[src/rtl/daisy_pkg.sv]
package daisy_pkg;
  // strobes from chain control to datapath
  typedef struct packed {
    logic anyWin;
    logic noWin;
  } ctrlStrobes_t;
endpackage

[src/rtl/daisy_ctrl.sv]
module daisy_ctrl
  import daisy_pkg::*;
#(
  parameter int NUM_SLOTS = 4
) (
  input  logic                 clk,
  input  logic                 rstN,
  input  logic                 ackIn,
  input  logic [NUM_SLOTS-1:0] pending,
  output logic [NUM_SLOTS-1:0] grant,
  output ctrlStrobes_t         strobes
);
  logic ackQ;
  logic ackFire;
  logic [NUM_SLOTS:0] ackChain;

  always_ff @(posedge clk) begin
    if (!rstN) ackQ <= 1'b0;
    else       ackQ <= ackIn;
  end

  assign ackFire     = ackIn & ~ackQ;
  assign ackChain[0] = ackFire;

  // serial pass: slot 0 sees the acknowledge first
  for (genvar i = 0; i < NUM_SLOTS; i++) begin : g_link
    assign grant[i]      = ackChain[i] & pending[i];
    assign ackChain[i+1] = ackChain[i] & ~pending[i];
  end

  assign strobes.anyWin = |grant;
  assign strobes.noWin  = ackChain[NUM_SLOTS];


  grant_onehot_chk: assert property (@(posedge clk) disable iff (!rstN)
    $onehot0(grant));

  single_fire_chk: assert property (@(posedge clk) disable iff (!rstN)
    ackFire |=> !ackFire);

  win_excl_chk: assert property (@(posedge clk) disable iff (!rstN)
    !(strobes.anyWin && strobes.noWin));
endmodule

[src/rtl/daisy_datapath.sv]
module daisy_datapath
  import daisy_pkg::*;
#(
  parameter int NUM_SLOTS = 4,
  parameter int ID_W      = 8
) (
  input  logic                 clk,
  input  logic                 rstN,
  input  logic [NUM_SLOTS-1:0] svcReq,
  input  logic [NUM_SLOTS-1:0] idLoad,
  input  logic [ID_W-1:0]      idData,
  input  logic [NUM_SLOTS-1:0] grant,
  input  ctrlStrobes_t         strobes,
  output logic [NUM_SLOTS-1:0] pending,
  output logic                 irqN,
  output logic [ID_W-1:0]      busData,
  output logic                 idValid,
  output logic                 noResponder
);
  logic [ID_W-1:0] idReg [NUM_SLOTS];
  logic [ID_W-1:0] busMux;

  always_comb begin
    busMux = '0;
    for (int i = 0; i < NUM_SLOTS; i++)
      if (grant[i]) busMux = busMux | idReg[i];
  end

  always_ff @(posedge clk) begin
    if (!rstN) begin
      pending     <= '0;
      busData     <= '0;
      idValid     <= 1'b0;
      noResponder <= 1'b0;
      for (int i = 0; i < NUM_SLOTS; i++) idReg[i] <= ID_W'(i + 1);
    end else begin
      pending     <= (pending & ~grant) | svcReq;
      busData     <= busMux;
      idValid     <= strobes.anyWin;
      noResponder <= strobes.noWin;
      for (int i = 0; i < NUM_SLOTS; i++)
        if (idLoad[i]) idReg[i] <= idData;
    end
  end

  assign irqN = ~|pending;


  win_to_valid_chk: assert property (@(posedge clk) disable iff (!rstN)
    strobes.anyWin |=> idValid);

  none_bus_zero_chk: assert property (@(posedge clk) disable iff (!rstN)
    noResponder |-> (busData == '0 && !idValid));

  req_sets_line_chk: assert property (@(posedge clk) disable iff (!rstN)
    (|svcReq) |=> !irqN);

  for (genvar i = 0; i < NUM_SLOTS; i++) begin : g_slotChk

    win_clears_chk: assert property (@(posedge clk) disable iff (!rstN)
      (grant[i] && !svcReq[i]) |=> !pending[i]);
  end
endmodule

[src/rtl/daisy_ack_chain.sv]
module daisy_ack_chain
  import daisy_pkg::*;
#(
  parameter int NUM_SLOTS = 4,
  parameter int ID_W      = 8
) (
  input  logic                 clk,
  input  logic                 rstN,
  input  logic [NUM_SLOTS-1:0] svcReq,
  input  logic [NUM_SLOTS-1:0] idLoad,
  input  logic [ID_W-1:0]      idData,
  input  logic                 ackIn,
  output logic                 irqN,
  output logic [ID_W-1:0]      busData,
  output logic                 idValid,
  output logic                 noResponder
);
  logic [NUM_SLOTS-1:0] pending;
  logic [NUM_SLOTS-1:0] grant;
  ctrlStrobes_t         strobes;

  daisy_ctrl #(.NUM_SLOTS(NUM_SLOTS)) u_ctrl (
    .clk(clk), .rstN(rstN), .ackIn(ackIn), .pending(pending),
    .grant(grant), .strobes(strobes)
  );

  daisy_datapath #(.NUM_SLOTS(NUM_SLOTS), .ID_W(ID_W)) u_dp (
    .clk(clk), .rstN(rstN), .svcReq(svcReq), .idLoad(idLoad), .idData(idData),
    .grant(grant), .strobes(strobes), .pending(pending), .irqN(irqN),
    .busData(busData), .idValid(idValid), .noResponder(noResponder)
  );
endmodule

[config.mk]
export PLATFORM = sky130hd
export DESIGN_NAME = daisy_ack_chain
export DESIGN_NICKNAME = d
export VERILOG_FILES = /design/src/rtl/daisy_pkg.sv /design/src/rtl/daisy_ctrl.sv /design/src/rtl/daisy_datapath.sv /design/src/rtl/daisy_ack_chain.sv
export SDC_FILE = /design/constraint.sdc
export NUM_CORES = 1
export LEC_CHECK = 0
export ABC_AREA = 0
export BUFFER_PORTS_ARGS = -buffer_cell sky130_fd_sc_hd__buf_2
export CAP_MARGIN = 10
export CELL_PAD_IN_SITES_DETAIL_PLACEMENT = 1
export CELL_PAD_IN_SITES_GLOBAL_PLACEMENT = 1
export CORE_MARGIN = 3
export CORE_UTILIZATION = 32
export CTS_CLUSTER_DIAMETER = 40
export DETAILED_ROUTE_END_ITERATION = 6
export GPL_TIMING_DRIVEN = 0
export PLACE_DENSITY_LB_ADDON = 0.2
export SLEW_MARGIN = 20
export SYNTH_ARGS = -nofsm -noshare
export SYNTH_HDL_FRONTEND = slang
export SYNTH_HIERARCHICAL = 1
export SYNTH_SLANG_ARGS = --single-unit
[constraint.sdc]
create_clock -name clk -period 1.9 [get_ports clk]
set_input_delay 0.285 -clock clk [delete_from_list [all_inputs] [get_ports clk]]
set_output_delay 0.285 -clock clk [all_outputs]
set_load 0.1 [all_outputs]
==> metrics.md <==
| Metric | Value |
|---|---|
| Status | `completed` |
| Worst path max stage delay | `0.46 ns` |
| Final HPWL DP | `between 3000 and 4000 um` |
| Die width | `82.4 um` |
| Cells after synthesis | `approximately 140` |
| Worst Setup Path Type | `reg2out` |
| Initial antenna violation count | `0` |
| Slew HR | `67.7%` |
| CP Cell Sequence | `nor4_4 > buf_2` |
| Syn-to-layout area delta | `19.3%` |
| Reg clk slew, reported paths | `roughly 0.09 ns` |
| Hold EP | `u_dp/pending[1]$_SDFF_PN0_` |
| Hold Fails Final Rpt | `0` |
| Pleak | `0.943 nW` |
| Fillcell total | `605` |
| CTS tree | `built` |
| Starting Density | `33.5%` |
| Layout cells sized above 1 | `28.0%` |
| Cts repair resizes | `0` |
| Post-synthesis sequential area ratio | `67.5%` |
| Tot GR Track Use | `around 15%` |
| Register-to-Register Setup Slack | `0.34 ns` |
| Slew at the pin with the worst max-slew slack | `0.488 ns` |
| Most common cell after layout, fill and taps aside | `buf_2` |
| Setup Skew | `0.00619 ns` |
| Final setup TNS | `0 ns` |
| First-pass GRT wire length | `7100 um` |
| Post-place instance area | `about 2100 um2` |
| Design area | `2230 um2` |
| RR Startpoint | `u_ctrl/ackQ$_SDFF_PN0_` |
| CP delay by family, top | `buffers and inverters` |
| Nets@finish | `193` |
| Fin crit share | `89.9%` |
| Post-Route WL | `around 4500 um` |
| Vias in the first global route | `1,348` |
| Reg2Reg Depth | `5` |
| WL/cell | `18.3 um` |
| Number of port buffers | `29` |
| Antenna diode count | `0` |
| Worst Hold Path Cells | `2` |
| Drt first pass iters | `4` |
| Worst setup SP type | `flop` |
| Slowest stage cell, crit path | `buf_2` |
| Post-DRT Antenna Nets | `0` |
| Largest cells by area after synthesis | `edfxtp_1, dfxtp_1, and3_1` |
| Vias after detailed routing | `between 1,000 and 1,500` |
| Worst r2r dst | `u_dp/busData[5]$_SDFF_PN0_` |
| Mean Syn Cell Area | `roughly 14 um2` |
| Root Buffer | `clkbuf_8` |
| Num CTS Buffers | `5` |
| Synth top area share | `51.4%` |
| Total core area | `approximately 5600 um2` |
| Yosys top cell by area | `edfxtp_1` |
| Highest clock rate | `0.585 GHz` |
| Worst min-delay path startpoint | `svcReq[1]` |
| Yosys warns | `6` |
| Tmin final | `1.71 ns` |
| Residual DRC | `0` |
| DIE AREA | `roughly 6800 um2` |
| Max Fanout on Critical Path | `6` |
| CP endpoint kind | `output pin` |
| Post-synthesis cell type count | `18` |
| Final setup vio count | `0` |
| Cts hold-fix bufs | `0` |
| GP Congestion | `0.710` |
| Final std cells w/o fill | `247` |
| Buffer and inverter count on the worst path | `1` |
| CP arrival | `between 1 and 1.5 ns` |
| Worst Hold Class | `in2reg` |
| Total grt overflow | `0` |
| Max-cap violations | `0` |
| Die height | `between 80 and 90 um` |
| Max VDD drop | `0.000393 V` |
| Num rows | `27` |
| Cell area power density | `approximately 960 nW/um2` |
| DR vias/cell | `5.13` |
| Fin. max-slew vios | `0` |
| Most frequent cells in the layout | `buf_2, edfxtp_1, and3_1` |
| Starting DRT DRC Count | `about 100` |
| # Post-CTS Setup Buffers | `0` |
| DP Cell Count | `239` |
| H-tree levels | `2` |
| Clock Path Buffers | `2` |
| Largest net degree at the start of global routing | `17` |
| Net Count, Synth | `157` |
| Synthesized flop and latch total | `47` |
| Clock Latency Late Sink | `around 0.3 ns` |
| # IOs | `30` |
| Required time of the critical path | `1.62 ns` |
| RSZ-0062 raised after global routing | `no` |
| Clock sinks | `47` |
| Cell area after synthesis | `1870 um2` |
-- cells in the mapped netlist --
cell type / instances
nor3b_1: 1
buf_2: 9
a22oi_1: 16
nand3b_1: 5
a21boi_0: 8
nor2b_4: 1
inv_1: 1
and2_1: 3
edfxtp_1: 32
or4_4: 1
nor2_1: 2
nor4b_1: 1
and3_1: 27
nor4_1: 2
nand2b_1: 6
nor2b_1: 4
dfxtp_1: 15
o21a_1: 4
-- worst register-to-register path, delay by kind of cell, from the launching register on --
| family | cells | cell delay (ns) |
|---|---|---|
| AO/OA/AOI/OAI | 2 | 0.37 |
| buffers and inverters | 1 | 0.27 |
| flip-flops | 1 | 0.30 |
| AND/OR/NAND/NOR | 2 | 0.55 |
-- layout make-up --
| type | count | area [um2] | share of cell area (%) |
|---|---|---|---|
| flip-flops and latches | 47 | 1260 | 56.5 |
| plain buffers | 9 | 45.0 | 2.02 |
| inverters | 1 | 3.75 | 0.168 |
| well taps | 72 | 90.1 | 4.04 |
| repair buffers | 29 | 145 | 6.51 |
| clock inverters | 2 | 17.5 | 0.785 |
| clock buffers | 6 | 93.8 | 4.21 |
| multi-input cells | 81 | 574 | 25.7 |
-- per-stage QoR --
step / util (%) / hold slack [ns] / total power [mW] / setup WS (ns)
after global routing: 40.0 / 0.189 / 2.23 / 0.139
after global placement: 38.0 / 0.494 / 1.45 / 0.375
after floorplan: - / 0.407 / 1.38 / 0.175
after detailed placement: 38.0 / 0.504 / 1.47 / 0.331
after CTS: 40.0 / 0.184 / 2.17 / 0.175
final: 40.0 / 0.189 / 2.15 / 0.191
-- routing by layer --
layer / GRT usage, % / share of wire, % / vias to the layer above / routed length (um)
met3: 2.93 / 3.9 / 6 / 174
met4: 5.48 / 1.4 / 0 / 61
li1: - / - / 597 / -
met1: 19.3 / 46 / 637 / 2080
met2: 23.9 / 49 / 26 / 2200
met5: 0 / 0 / - / 0
-- cells by family after synthesis --
kind of cell           count (synthesis)  synth area share, %
buffers and inverters                 10                 2.61
AOI/OAI and AO/OA                     28                 11.2
DFF                                   47                 67.5
and+or+nand+nor                       53                 18.7
-- state kept, by name (all words and copies together) (netlist names) --
signal,cells
u_ctrl/ackQ,1
u_dp/noResponder,1
u_dp/idReg,32
u_dp/busData,8
u_dp/idValid,1
u_dp/pending,4
-- how the worst max path moves through the flow --
stage                               start                         end  slack, ns  cells after the start
2_1_floorplan  u_dp/pending[2]$_SDFF_PN0_                        irqN       0.17                      1
3_3_place_gp                        ackIn  u_dp/busData[5]$_SDFF_PN0_       0.37                      6
3_5_place_dp                        ackIn  u_dp/busData[6]$_SDFF_PN0_       0.33                      6
4_1_cts        u_dp/pending[1]$_SDFF_PN0_                        irqN       0.17                      2
5_1_grt            u_ctrl/ackQ$_SDFF_PN0_  u_dp/busData[5]$_SDFF_PN0_       0.14                      5
6_report       u_dp/pending[1]$_SDFF_PN0_                        irqN       0.19                      2
-- power by group --
group | switching, mW | leakage [nW] | internal [mW]
clock network | 0.363 | 0.0569 | 0.346
registers | 0.0295 | 0.460 | 1.17
logic | 0.171 | 0.425 | 0.0717
total | 0.564 | 0.943 | 1.59
Power figures use the tool's default switching activity.
